## src/rtl/clkdiv_pkg.sv

```systemverilog
package clkdiv_pkg;
  localparam int DATA_W     = 32;
  localparam int CH_MAX     = 3;          // channels the register layout can hold
  localparam int FIELD_W    = 6;          // width of one ratio field
  localparam int IDX_STRIDE = 8;          // bit stride between channel field indices
  localparam int RATIO_W    = 4;          // wide enough for the largest ratio (8)
  localparam int TRIG_BIT   = 8;
  localparam int PEND_BIT   = 12;
  localparam int ENA_BASE   = 24;
  localparam int REQ_W      = 8;
  localparam int CTRL_OFS   = 0;
  localparam int RATIO_OFS  = 8;
  localparam logic [RATIO_W-1:0] RESET_RATIO = RATIO_W'(4);

  // Strobes and levels from the register side to the counters
  typedef struct packed {
    logic                             reload;   // one-cycle trigger edge
    logic [CH_MAX-1:0]                reqMask;  // channels named by that write
    logic [CH_MAX-1:0]                enable;   // gate level per channel
    logic [CH_MAX-1:0][FIELD_W-1:0]   staged;   // staged field per channel
  } divStb_t;

  // Maps a raw field code to the ratio actually used
  function automatic logic [RATIO_W-1:0] legalRatio(input logic [FIELD_W-1:0] code);
    case (code)
      FIELD_W'(4), FIELD_W'(5), FIELD_W'(6), FIELD_W'(8): return code[RATIO_W-1:0];
      default:                                            return RESET_RATIO;
    endcase
  endfunction
endpackage

```

## src/rtl/clkdiv_ctrl.sv

```systemverilog
module clkdiv_ctrl
  import clkdiv_pkg::*;
#(
  parameter int NUM_CH = 3,
  parameter int ADDR_W = 4
) (
  input  logic              clk,
  input  logic              rstN,
  input  logic              regWr,
  input  logic [ADDR_W-1:0] regAddr,
  input  logic [DATA_W-1:0] regWdata,
  output logic [DATA_W-1:0] regRdata,
  input  logic [NUM_CH-1:0] pendVec,
  output divStb_t           stb
);
  localparam logic [ADDR_W-1:0] CTRL_A  = ADDR_W'(CTRL_OFS);
  localparam logic [ADDR_W-1:0] RATIO_A = ADDR_W'(RATIO_OFS);

  logic [REQ_W-1:0]  reqQ;
  logic              trigQ;
  logic [REQ_W-1:0]  enaQ;
  logic [DATA_W-1:0] ratioQ;

  logic wrCtrl, wrRatio, trigEdge;

  assign wrCtrl   = regWr && (regAddr == CTRL_A);
  assign wrRatio  = regWr && (regAddr == RATIO_A);
  assign trigEdge = wrCtrl && regWdata[TRIG_BIT] && !trigQ;

  always_ff @(posedge clk) begin
    if (!rstN) begin
      reqQ   <= '0;
      trigQ  <= 1'b0;
      enaQ   <= '0;
      ratioQ <= '0;
    end else begin
      if (wrCtrl) begin
        reqQ  <= regWdata[REQ_W-1:0];
        trigQ <= regWdata[TRIG_BIT];
        enaQ  <= regWdata[ENA_BASE +: REQ_W];
      end
      if (wrRatio) ratioQ <= regWdata;
    end
  end

  // Strobe struct: field index of channel k is k+1
  always_comb begin
    stb        = '0;
    stb.reload = trigEdge;
    for (int k = 0; k < NUM_CH; k++) begin
      stb.reqMask[k] = regWdata[k+1];
      stb.enable[k]  = enaQ[k+1];
      stb.staged[k]  = ratioQ[IDX_STRIDE*(k+1) +: FIELD_W];
    end
  end

  always_comb begin
    regRdata = '0;
    if (regAddr == CTRL_A) begin
      regRdata[REQ_W-1:0]            = reqQ;
      regRdata[TRIG_BIT]             = trigQ;
      regRdata[PEND_BIT]             = |pendVec;
      regRdata[ENA_BASE +: REQ_W]    = enaQ;
    end else if (regAddr == RATIO_A) begin
      regRdata = ratioQ;
    end
  end
endmodule

```

## src/rtl/clkdiv_datapath.sv

```systemverilog
module clkdiv_datapath
  import clkdiv_pkg::*;
#(
  parameter int NUM_CH = 3
) (
  input  logic              clk,
  input  logic              rstN,
  input  divStb_t           stb,
  output logic [NUM_CH-1:0] pendVec,
  output logic [NUM_CH-1:0] divClk
);
  localparam logic [RATIO_W-1:0] ONE = RATIO_W'(1);

  for (genvar k = 0; k < NUM_CH; k++) begin : g_ch
    logic [RATIO_W-1:0] actQ, nextRatQ, cntQ;
    logic               runQ, outQ, pendQ;
    logic               lastCyc, boundary, adoptNow;
    logic [RATIO_W-1:0] cntNext, halfLen;

    assign lastCyc  = runQ && (cntQ == actQ - ONE);
    assign boundary = !runQ || lastCyc;
    assign adoptNow = pendQ && boundary;
    assign cntNext  = cntQ + ONE;
    assign halfLen  = actQ >> 1;

    always_ff @(posedge clk) begin
      if (!rstN) begin
        actQ     <= RESET_RATIO;
        nextRatQ <= RESET_RATIO;
        cntQ     <= '0;
        runQ     <= 1'b0;
        outQ     <= 1'b0;
        pendQ    <= 1'b0;
      end else begin
        // a fresh trigger edge overrides an adoption in the same cycle
        if (stb.reload && stb.reqMask[k]) begin
          pendQ    <= 1'b1;
          nextRatQ <= legalRatio(stb.staged[k]);
        end else if (adoptNow) begin
          pendQ <= 1'b0;
        end
        if (adoptNow) actQ <= nextRatQ;
        if (boundary) begin
          // period start: continue or park low, decided by the gate
          cntQ <= '0;
          runQ <= stb.enable[k];
          outQ <= stb.enable[k];
        end else begin
          cntQ <= cntNext;
          outQ <= (cntNext < halfLen);
        end
      end
    end

    assign pendVec[k] = pendQ;
    assign divClk[k]  = outQ;
  end
endmodule

```

## src/rtl/clkdiv_bank.sv

```systemverilog
module clkdiv_bank
  import clkdiv_pkg::*;
#(
  parameter int NUM_CH = 3,
  parameter int ADDR_W = 4
) (
  input  logic              clk,
  input  logic              rstN,
  input  logic              regWr,
  input  logic [ADDR_W-1:0] regAddr,
  input  logic [31:0]       regWdata,
  output logic [31:0]       regRdata,
  output logic [NUM_CH-1:0] divClk
);
  divStb_t           stb;
  logic [NUM_CH-1:0] pendVec;

  clkdiv_ctrl #(.NUM_CH(NUM_CH), .ADDR_W(ADDR_W)) u_ctrl (
    .clk      (clk),
    .rstN     (rstN),
    .regWr    (regWr),
    .regAddr  (regAddr),
    .regWdata (regWdata),
    .regRdata (regRdata),
    .pendVec  (pendVec),
    .stb      (stb)
  );

  clkdiv_datapath #(.NUM_CH(NUM_CH)) u_dp (
    .clk     (clk),
    .rstN    (rstN),
    .stb     (stb),
    .pendVec (pendVec),
    .divClk  (divClk)
  );
endmodule

```

## config.mk

```make
export PLATFORM = sky130hd
export DESIGN_NAME = clkdiv_bank
export DESIGN_NICKNAME = d
export VERILOG_FILES = /design/src/rtl/clkdiv_pkg.sv /design/src/rtl/clkdiv_ctrl.sv /design/src/rtl/clkdiv_datapath.sv /design/src/rtl/clkdiv_bank.sv
export SDC_FILE = /design/constraint.sdc
export NUM_CORES = 1
export LEC_CHECK = 0
export ABC_AREA = 1
export BUFFER_PORTS_ARGS = -buffer_cell sky130_fd_sc_hd__buf_2
export CAP_MARGIN = 20
export CORE_ASPECT_RATIO = 0.9
export CORE_MARGIN = 3
export CORE_UTILIZATION = 57
export CTS_CLUSTER_DIAMETER = 200
export CTS_CLUSTER_SIZE = 12
export DETAILED_ROUTE_END_ITERATION = 7
export GPL_ROUTABILITY_DRIVEN = 0
export PLACE_DENSITY = 0.84
export SLEW_MARGIN = 25
export SYNTH_ARGS = -nofsm -noshare
export SYNTH_HDL_FRONTEND = slang
export SYNTH_HIERARCHICAL = 1
export SYNTH_SLANG_ARGS = --single-unit
export TNS_END_PERCENT = 20
```

## constraint.sdc

```tcl
create_clock -name clk -period 1.85 [get_ports clk]
set_input_delay 0.2775 -clock clk [delete_from_list [all_inputs] [get_ports clk]]
set_output_delay 0.2775 -clock clk [all_outputs]
set_load 0.01 [all_outputs]
```

==> results of run 1 <==
## through the flow
stage / hold slack (ns) / std cells / util, %
6_report: 0.130 / 892 / 64.4
5_1_grt: 0.136 / 892 / 64.4
4_1_cts: 0.122 / 891 / 64.1
3_5_place_dp: 0.450 / 876 / 62.1
3_3_place_gp: 0.441 / 876 / 62.1
2_1_floorplan: 0.412 / 736 / -
## state kept, by name, indices dropped and copies added, names as in the netlist
signal and count:
u_ctrl/enaQ 8, u_dp/g_ch.pendQ 3, u_dp/g_ch.actQ 12, u_ctrl/reqQ 8, u_ctrl/ratioQ 32, u_dp/g_ch.nextRatQ 12, u_dp/g_ch.runQ 3, u_dp/g_ch.outQ 3
u_ctrl/trigQ 1, u_dp/g_ch.cntQ 12
## routing by layer
metal / vias up / share of wire (%)
met1: 1989 / 46
met2: 98 / 47
met5: - / 0
met3: 10 / 6.3
met4: 0 / 0.88
li1: 2293 / -
## power by group through the flow
stage | Combinational (W) | Sequential [W] | Clock [W]
2_1_floorplan | 0.000162 | 0.00211 | 0
3_3_place_gp | 0.000217 | 0.00212 | 0
3_5_place_dp | 0.000224 | 0.00212 | 0
4_1_cts | 0.000225 | 0.00207 | 0.00123
5_1_grt | 0.000258 | 0.00207 | 0.00129
6_report | 0.000226 | 0.00207 | 0.00120
## kinds of logic (layout without fill, tap and decap cells)
| group | after synthesis | count (layout) |
|---|---|---|
| flops | 94 | 94 |
| xor+xnor | 7 | 7 |
| buf+inv | 160 | 200 |
| compound gates | 63 | 63 |
| simple gates | 400 | 401 |
| fa+ha+maj | 12 | 12 |
## final timing paths
path / from / end / slack [ns]
hold reg to reg: u_dp/g_ch[1].nextRatQ[3]$_SDFFE_PN0P_ / u_dp/g_ch[1].nextRatQ[3]$_SDFFE_PN0P_ / 0.46
setup / recovery: u_dp/g_ch[0].cntQ[0]$_SDFF_PP0_ / u_dp/g_ch[0].outQ$_SDFF_PN0_ / 0.16
setup reg to reg: u_dp/g_ch[0].cntQ[0]$_SDFF_PP0_ / u_dp/g_ch[0].outQ$_SDFF_PN0_ / 0.16
hold / removal: regWdata[20] / u_ctrl/ratioQ[20]$_SDFFE_PN0P_ / 0.13
## worst register-to-register path: stages (launching register included)
cell                      delay, ns
sky130_fd_sc_hd__dfxtp_1       0.45
sky130_fd_sc_hd__ha_1          0.29
sky130_fd_sc_hd__ha_1          0.28
sky130_fd_sc_hd__a21oi_1       0.16
sky130_fd_sc_hd__nor2_1        0.05
sky130_fd_sc_hd__nor2_1        0.12
sky130_fd_sc_hd__nand4_1       0.13
sky130_fd_sc_hd__a21oi_2       0.14
## cells in the final DEF (no fill, tap or decap), types with 2 or more instances in the layout
master	netlist	final
sky130_fd_sc_hd__dfxtp_1	94	91
sky130_fd_sc_hd__nor2_1	161	160
sky130_fd_sc_hd__xnor2_1	3	2
sky130_fd_sc_hd__a21oi_1	29	29
sky130_fd_sc_hd__nand2_4	6	6
sky130_fd_sc_hd__nand2_1	179	179
sky130_fd_sc_hd__ha_1	12	12
sky130_fd_sc_hd__nand3_1	32	32
sky130_fd_sc_hd__o21ai_0	10	10
sky130_fd_sc_hd__nor2_2	4	5
sky130_fd_sc_hd__o22ai_1	20	20
sky130_fd_sc_hd__inv_2	3	3
sky130_fd_sc_hd__nand2_2	4	5
sky130_fd_sc_hd__clkinv_2	0	3
sky130_fd_sc_hd__buf_4	32	6
sky130_fd_sc_hd__xor2_1	4	4
sky130_fd_sc_hd__nand4_1	8	8
sky130_fd_sc_hd__nand3_2	2	2
sky130_fd_sc_hd__inv_1	102	102
sky130_fd_sc_hd__dfxtp_2	0	3
sky130_fd_sc_hd__buf_2	14	73
sky130_fd_sc_hd__a21oi_2	3	3
sky130_fd_sc_hd__clkbuf_8	0	10
## cell type report
cell class              instances  area, µm²
fillers                       739       2920
repair buffers                 80        430
clock inverters                 4       23.8
multi-input cells             483       2250
clock buffers                  11        141
well taps                     115        144
inverters                     105        394
flip-flops and latches         94       1890
==> run summary, run 1 <==
The run gives 28 as the unique cell type count in the Yosys netlist. The largest total area in the synthesized netlist belongs to sky130_fd_sc_hd__dfxtp_1. Broken down by cell family, the worst path's largest delay share belongs to adder cells. Number of cells on the critical path: 7.

During synthesis, Yosys emitted a total of 6 warnings. In the synthesized netlist, mux cells make up 0% of the area. Synthesis inferred 94 register bits. Counting flops with a built-in enable in the synthesized netlist gives 0. The clock slew seen by the registers of the worst setup and hold paths works out to 0.09 ns.

The average wire length per cell after detail routing is 11.4 µm, and the residual overflow from global routing is 0. The count of clock tree sinks is 94. The layer with the highest usage after global routing was met2. The floorplan has 31 rows. STA puts the critical path data required time at 2.14 ns. The aggregate global-route resource usage was 22.3%.

TritonCTS built the clock tree. The buffers inserted during post-CTS setup optimization came out at 0. Synthesis produced a netlist with a net count of 787.

The die boundary height was 93.7 µm. The tools report the startpoint kind of the worst setup timing path as a flip-flop. Entering global routing, the biggest net connects 53 pins. Setup violations remaining at the end of the flow were counted as 0. For the pin with the worst max-slew slack, the measured transition is 0.459 ns.

The width of the die is 103 µm, and the synthesized-area fraction occupied by and/or/nand/nor cells is 34.2%. The met3 track utilization from global routing came out at 7.35%. Walking the worst path, the cells encountered are ha_1 > ha_1 > a21oi_1 > nor2_1 > nor2_1 > nand4_1 > a21oi_2. Max-slew headroom at the worst pin: 69.3%. The worst hold path passes through 3 cells. The first-pass iteration count of the detailed router is 4, and the fraction of synthesized cell area in xor and xnor cells is 1.26%.

Area enclosed by the die boundary: 9690 µm². The area fraction in compound gates after synthesis works out to 7.35%. In this run the biggest area consumer among cell types represents 38.6% of the synthesized area.

The overall power was 0.00350 W; the peak ir drop on the vdd network was 0.495 mV. The internal power component was 0.00265 W. Each instance of the synthesized netlist takes up on average 6.62 µm². For the worst setup path, the data arrival time is 1.98 ns.

Counting along the longest clock path gives a buffer depth of 2. For the area of placed instances, the log shows 5080 µm². The endpoint type of the worst setup path is a flip-flop. Yosys instantiated no cell more often than sky130_fd_sc_hd__nand2_1.

Power per standard cell area: 664 nW/µm². The tools report the total length of routed wires as 10200 µm. Per report_power, the sequential group accounts for 59.2% of the total. Power share of the combinational group: 6.5%. Final period demand of the worst path: 1.69 ns. In this run the worst path has a maximum fanout of 6.

For the routing usage on met1, the log shows 27.5%. For the post-route DRC violation count, the log shows 0. Kind of critical path: flip-flop to flip-flop.

Between clock sinks in the finished design, the worst skew comes to 0.00724 ns. The tools report the reported leakage power as 2.69 nW. For this block, the initial DRC count from the detailed router was 170. Cell with the biggest individual delay on the critical path: sky130_fd_sc_hd__dfxtp_1.

The net count of the finished layout is 824. The final route contains 4390 vias. The finished cells cover 5270 µm².

The mapped netlist covers 4870 µm². The run gives 17600 µm as the wire length of the first global-routing pass. The tools report the count of final max-slew check failures as 0. Of the total power, the share spent switching nets is 24.2%. The tools report the number of antenna violations at the first check in global routing as 0.

Setup repair after global routing left no endpoint under its margin. Summed over all failing endpoints, the final setup total negative slack is 0 ns. The number of buffers and inverters on the critical path is 0. Of all flip-flops after synthesis, the portion carrying an async set or reset was 0%. Insertion delay to the later sink of the worst-skew pair: 0.36 ns.

The number of buffers inserted by hold repair at cts was 0; the largest stage delay on the critical path was 0.45 ns. The final number of hold-violating endpoints is 0, and the period utilization is 91.3%. The logs give 3 for the number of H-tree branching levels and 7340 µm for the sum of net half-perimeters after detailed placement. The tree is rooted in a sky130_fd_sc_hd__clkbuf_8. Post-CTS repair changed the size of 0 cells.

The largest family of logic cells by synthesized area is simple AND/OR/NAND/NOR gates. Compared with the post-synthesis result, the final layout area differs by 8.20%. The post-route netlist has 16.1% of its cells at a drive strength greater than 1.

For the worst flop-to-flop path, the logic depth is 7. The logs give 592 MHz for the peak clock frequency supported by timing and 0 for the number of routed nets with antenna violations. Once the floorplan was initialized, standard cells occupied 59.5% of the core. The synthesized netlist devotes 3.08% of its cell area to adder and majority cells.

The flow ran to the end, and the final reports show no timing, DRC or antenna violations. In this run, the clock network consumes 34.3% of the power. The run gives 9 as the number of buffers created by CTS. The via density per instance is 4.92.

Before CTS, the worst setup slack after placement is 0.149 ns. Among all flip-flop cells after synthesis, the most frequent one is sky130_fd_sc_hd__dfxtp_1. The path class of the tightest hold or removal check is input port to flip-flop. During I/O placement, the number of pins put on the boundary was 74. The commonest cells after synthesis are sky130_fd_sc_hd__nand2_1, sky130_fd_sc_hd__nor2_1, sky130_fd_sc_hd__inv_1, sky130_fd_sc_hd__dfxtp_1. 0 antenna diodes ended up in the layout. The logs give 37.0% for the global routing usage on met2 and 4224 for the via count of the first global-routing pass.

The cell count after synthesis came out at 736. By area the synthesized netlist is led by sky130_fd_sc_hd__dfxtp_1, sky130_fd_sc_hd__nand2_1, sky130_fd_sc_hd__nor2_1. Net load switching power: 0.000847 W.

The total core area is 8180 µm², and the quantity of I/O buffers inserted on ports is 73. Across the run, the number of max-cap violations was 0. Setup slack on the critical path of the routed design comes to 0.161 ns. The register area share after synthesis is 38.6%.
Power figures use the tool's default switching activity.
==> run 2, diff against run 1 <==
--- a/config.mk
+++ b/config.mk
@@ -6,10 +6,9 @@
 export NUM_CORES = 1
 export LEC_CHECK = 0
 export ABC_AREA = 1
-export BUFFER_PORTS_ARGS = -buffer_cell sky130_fd_sc_hd__buf_2
+export BUFFER_PORTS_ARGS = -buffer_cell sky130_fd_sc_hd__buf_4
 export CAP_MARGIN = 20
 export CORE_ASPECT_RATIO = 0.9
-export CORE_MARGIN = 3
 export CORE_UTILIZATION = 57
 export CTS_CLUSTER_DIAMETER = 200
 export CTS_CLUSTER_SIZE = 12
==> run 2 against run 1 <==
  * Clock-buffer cell count unchanged
  * Worst setup slack lost 0.033 ns
  * Clock skew is 0.0023 ns higher
  * Via count rose by 1.0%
  * Utilization is 2.7 points higher
  * Register-to-register slack got worse by 0.03 ns
  * Sequential power about the same
  * Fmax fell by 1.9%
  * Cell count is 1.7% lower
  * Sequential share of layout area is 1.3 points lower
  * Critical path type unchanged
  * Largest cell class unchanged
==> run summary, run 2 (synthesis results as in run 1) <==
The number of max-capacitance violations reported is 0. Most common cell after layout, fill and taps aside: sky130_fd_sc_hd__nand2_1. The via count of the first global-routing pass is 4114. TritonCTS built the clock tree. The insertion delay to the later sink of the worst-skew pair is 0.36 ns. The maximum fanout encountered on the critical timing path was 5. The period utilization was 93.1%; the power share of the combinational group was 6.8%. In this run the core area contains 31 standard-cell rows. The average wire length per cell after detail routing works out to 11.9 µm. The run gives 59.8% as the initial cell density of the core. The register with the most flip-flops in the layout has 32 of them.

The startpoint kind of the worst setup timing path is a flip-flop. In this run, the number of DRC markers left after iteration 0 of detailed routing was 197. For the pin with the worst max-slew slack, the measured transition is 0.459 ns. After detailed routing, the total wire length is 10400 µm. Worst hold-check path type: input port to flip-flop. Summed over all failing endpoints, the final setup total negative slack is 0 ns.

For the count of antenna diodes in the layout, the log shows 0. The worst pin sits at a relative slew slack of 69.3%. Global routing finished with a remaining overflow of 0. The number of antenna violations at the first check in global routing is 0. The floorplan step defined a core boundary enclosing 8150 µm².

Setup violations remaining at the end of the flow were counted as 0. Global routing used 24.1% of the available tracks across all layers. The worst reg-to-reg setup slack was 0.13 ns; the first-pass iteration count of the detailed router was 5. The number of H-tree branching levels was 3; the internal power component was 0.00291 W. The count of final max-slew check failures was 0; the I/O pin count was 74. Summed over all nets, the switching power comes to 0.000836 W.

IR analysis of the VDD net gives a maximum drop of 0.489 mV. Cells fill 67.1% of the core in the end. On the final layout, the worst hold slack is 0.138 ns.

No sink is reached through more buffers than the 2 on the longest clock path. The number of clock buffers added by TritonCTS is 9. The quantity of I/O buffers inserted on ports is 73. The worst setup path is captured at a flip-flop. The reported leakage power was 2.73 nW; the arrival time at the worst endpoint was 1.96 ns. Clock-pin slew was measured on the worst setup and hold paths at 0.09 ns. Summing all multi-input logic gate instances after layout gives 2240 µm². The first global-routing pass estimated 17300 µm of wire. The die boundary height was 89.7 µm; the via total after detailed routing was 4434.

Fill cells in the final layout number 689. The run gives 0 as the final number of hold-violating endpoints. The overall power is 0.00375 W, and the total number of nets in the final design is 825.

The flow ran to the end, and the final reports show no timing, DRC or antenna violations. The clock period could shrink to 1.72 ns. Once layout is done, the placed cells without fillers occupy 5470 µm².

The register area is 1880 µm², and the share of total power in sequential cells is 55.2%. In this run the clock root is driven by a sky130_fd_sc_hd__clkbuf_8. Of the cells placed in the final design, the portion with a size suffix greater than 1 is 15.7%. In the layout the commonest cells are sky130_fd_sc_hd__nand2_1, sky130_fd_sc_hd__nor2_1, sky130_fd_sc_hd__inv_1, sky130_fd_sc_hd__dfxtp_1, sky130_fd_sc_hd__buf_4.

Power spread over the standard cell area amounts to 686 nW/µm². The critical path required time was 2.08 ns. Measured along the x axis, the die boundary spans 99.4 µm. The number of buffers inserted by hold repair at cts is 0, and the via density per instance is 5.06. Number of routed nets with antenna violations: 0. The area of placed instances was 5250 µm².

Largest register by flop count: u_ctrl/ratioQ. Between clock sinks in the finished design, the worst skew comes to 0.00955 ns. Entering global routing, the biggest net connects 52 pins.

The area overhead of the layout relative to synthesis is 12.3%. For the post-route DRC violation count, the log shows 0. For the share of power burned in the clock network, the log shows 38.0%.

The sum of net half-perimeters after detailed placement came out at 7420 µm. The switching fraction of total power was 22.3%; the peak clock frequency supported by timing was 581 MHz. The area enclosed by the die boundary is 8920 µm². The worst setup path is of the flip-flop to flip-flop kind. The count of clock tree sinks was 94.
## run 2: final timing paths
check,from,to,cells after the start
worst min register to register,u_dp/g_ch[2].nextRatQ[3]$_SDFFE_PN0P_,u_dp/g_ch[2].nextRatQ[3]$_SDFFE_PN0P_,2
worst min-delay path,regWdata[23],u_ctrl/ratioQ[23]$_SDFFE_PN0P_,3
worst max-delay path,u_dp/g_ch[2].actQ[1]$_SDFFE_PN0P_,u_dp/g_ch[2].actQ[2]$_SDFFE_PN1P_,12
worst max register to register,u_dp/g_ch[2].actQ[1]$_SDFFE_PN0P_,u_dp/g_ch[2].actQ[2]$_SDFFE_PN1P_,12
## run 2: repair_timing
item	in CTS	in global routing
gates resized for setup	0	2
setup buffers	0	0
endpoints found under the setup margin	0	2
## run 2: cell type report
| cell class | instances | area share, % |
|---|---|---|
| sequential | 94 | 34.5 |
| inverter | 105 | 7.21 |
| clock inverter | 4 | 1.33 |
| multi-input combinational | 483 | 41.0 |
| timing repair buffer | 81 | 11.4 |
| tap | 99 | 2.27 |
| clock buffer | 11 | 2.40 |
## run 2: metrics by stage
| stage | setup WS (ns) | std cells |
|---|---|---|
| 4_1_cts | 0.133 | 876 |
| 2_1_floorplan | 0.313 | 736 |
| 3_3_place_gp | 0.248 | 861 |
| 3_5_place_dp | 0.151 | 861 |
| 5_1_grt | -0.0202 | 877 |
| 6_report | 0.128 | 877 |
## run 2: power groups by stage
stage,Sequential [W],Combinational (W),Clock [W]
after floorplan,0.00211,0.000162,0
after global routing,0.00208,0.000282,0.00154
after CTS,0.00207,0.000254,0.00145
final,0.00207,0.000254,0.00142
after detailed placement,0.00212,0.000252,0
after global placement,0.00212,0.000242,0
## run 2: routing by layer
metal,share of wire [%],vias up,track usage (%)
li1,-,2289,-
met2,48,93,42.6
met3,5.8,17,7.35
met5,0,-,0
met1,44,2035,28.0
met4,1.5,0,8.69
## run 2: worst max-delay path, cell delays in order, from the launching register on
cell and delay, ns:
sky130_fd_sc_hd__dfxtp_1 0.37, sky130_fd_sc_hd__inv_1 0.08, sky130_fd_sc_hd__ha_1 0.30, sky130_fd_sc_hd__nand2_1 0.08, sky130_fd_sc_hd__inv_1 0.04, sky130_fd_sc_hd__nor2_1 0.09
sky130_fd_sc_hd__nand2_1 0.06, sky130_fd_sc_hd__nor2_1 0.13, sky130_fd_sc_hd__nand2_2 0.11, sky130_fd_sc_hd__nand2_4 0.12, sky130_fd_sc_hd__nand2_1 0.07, sky130_fd_sc_hd__nand2_1 0.08
sky130_fd_sc_hd__nand3_1 0.06
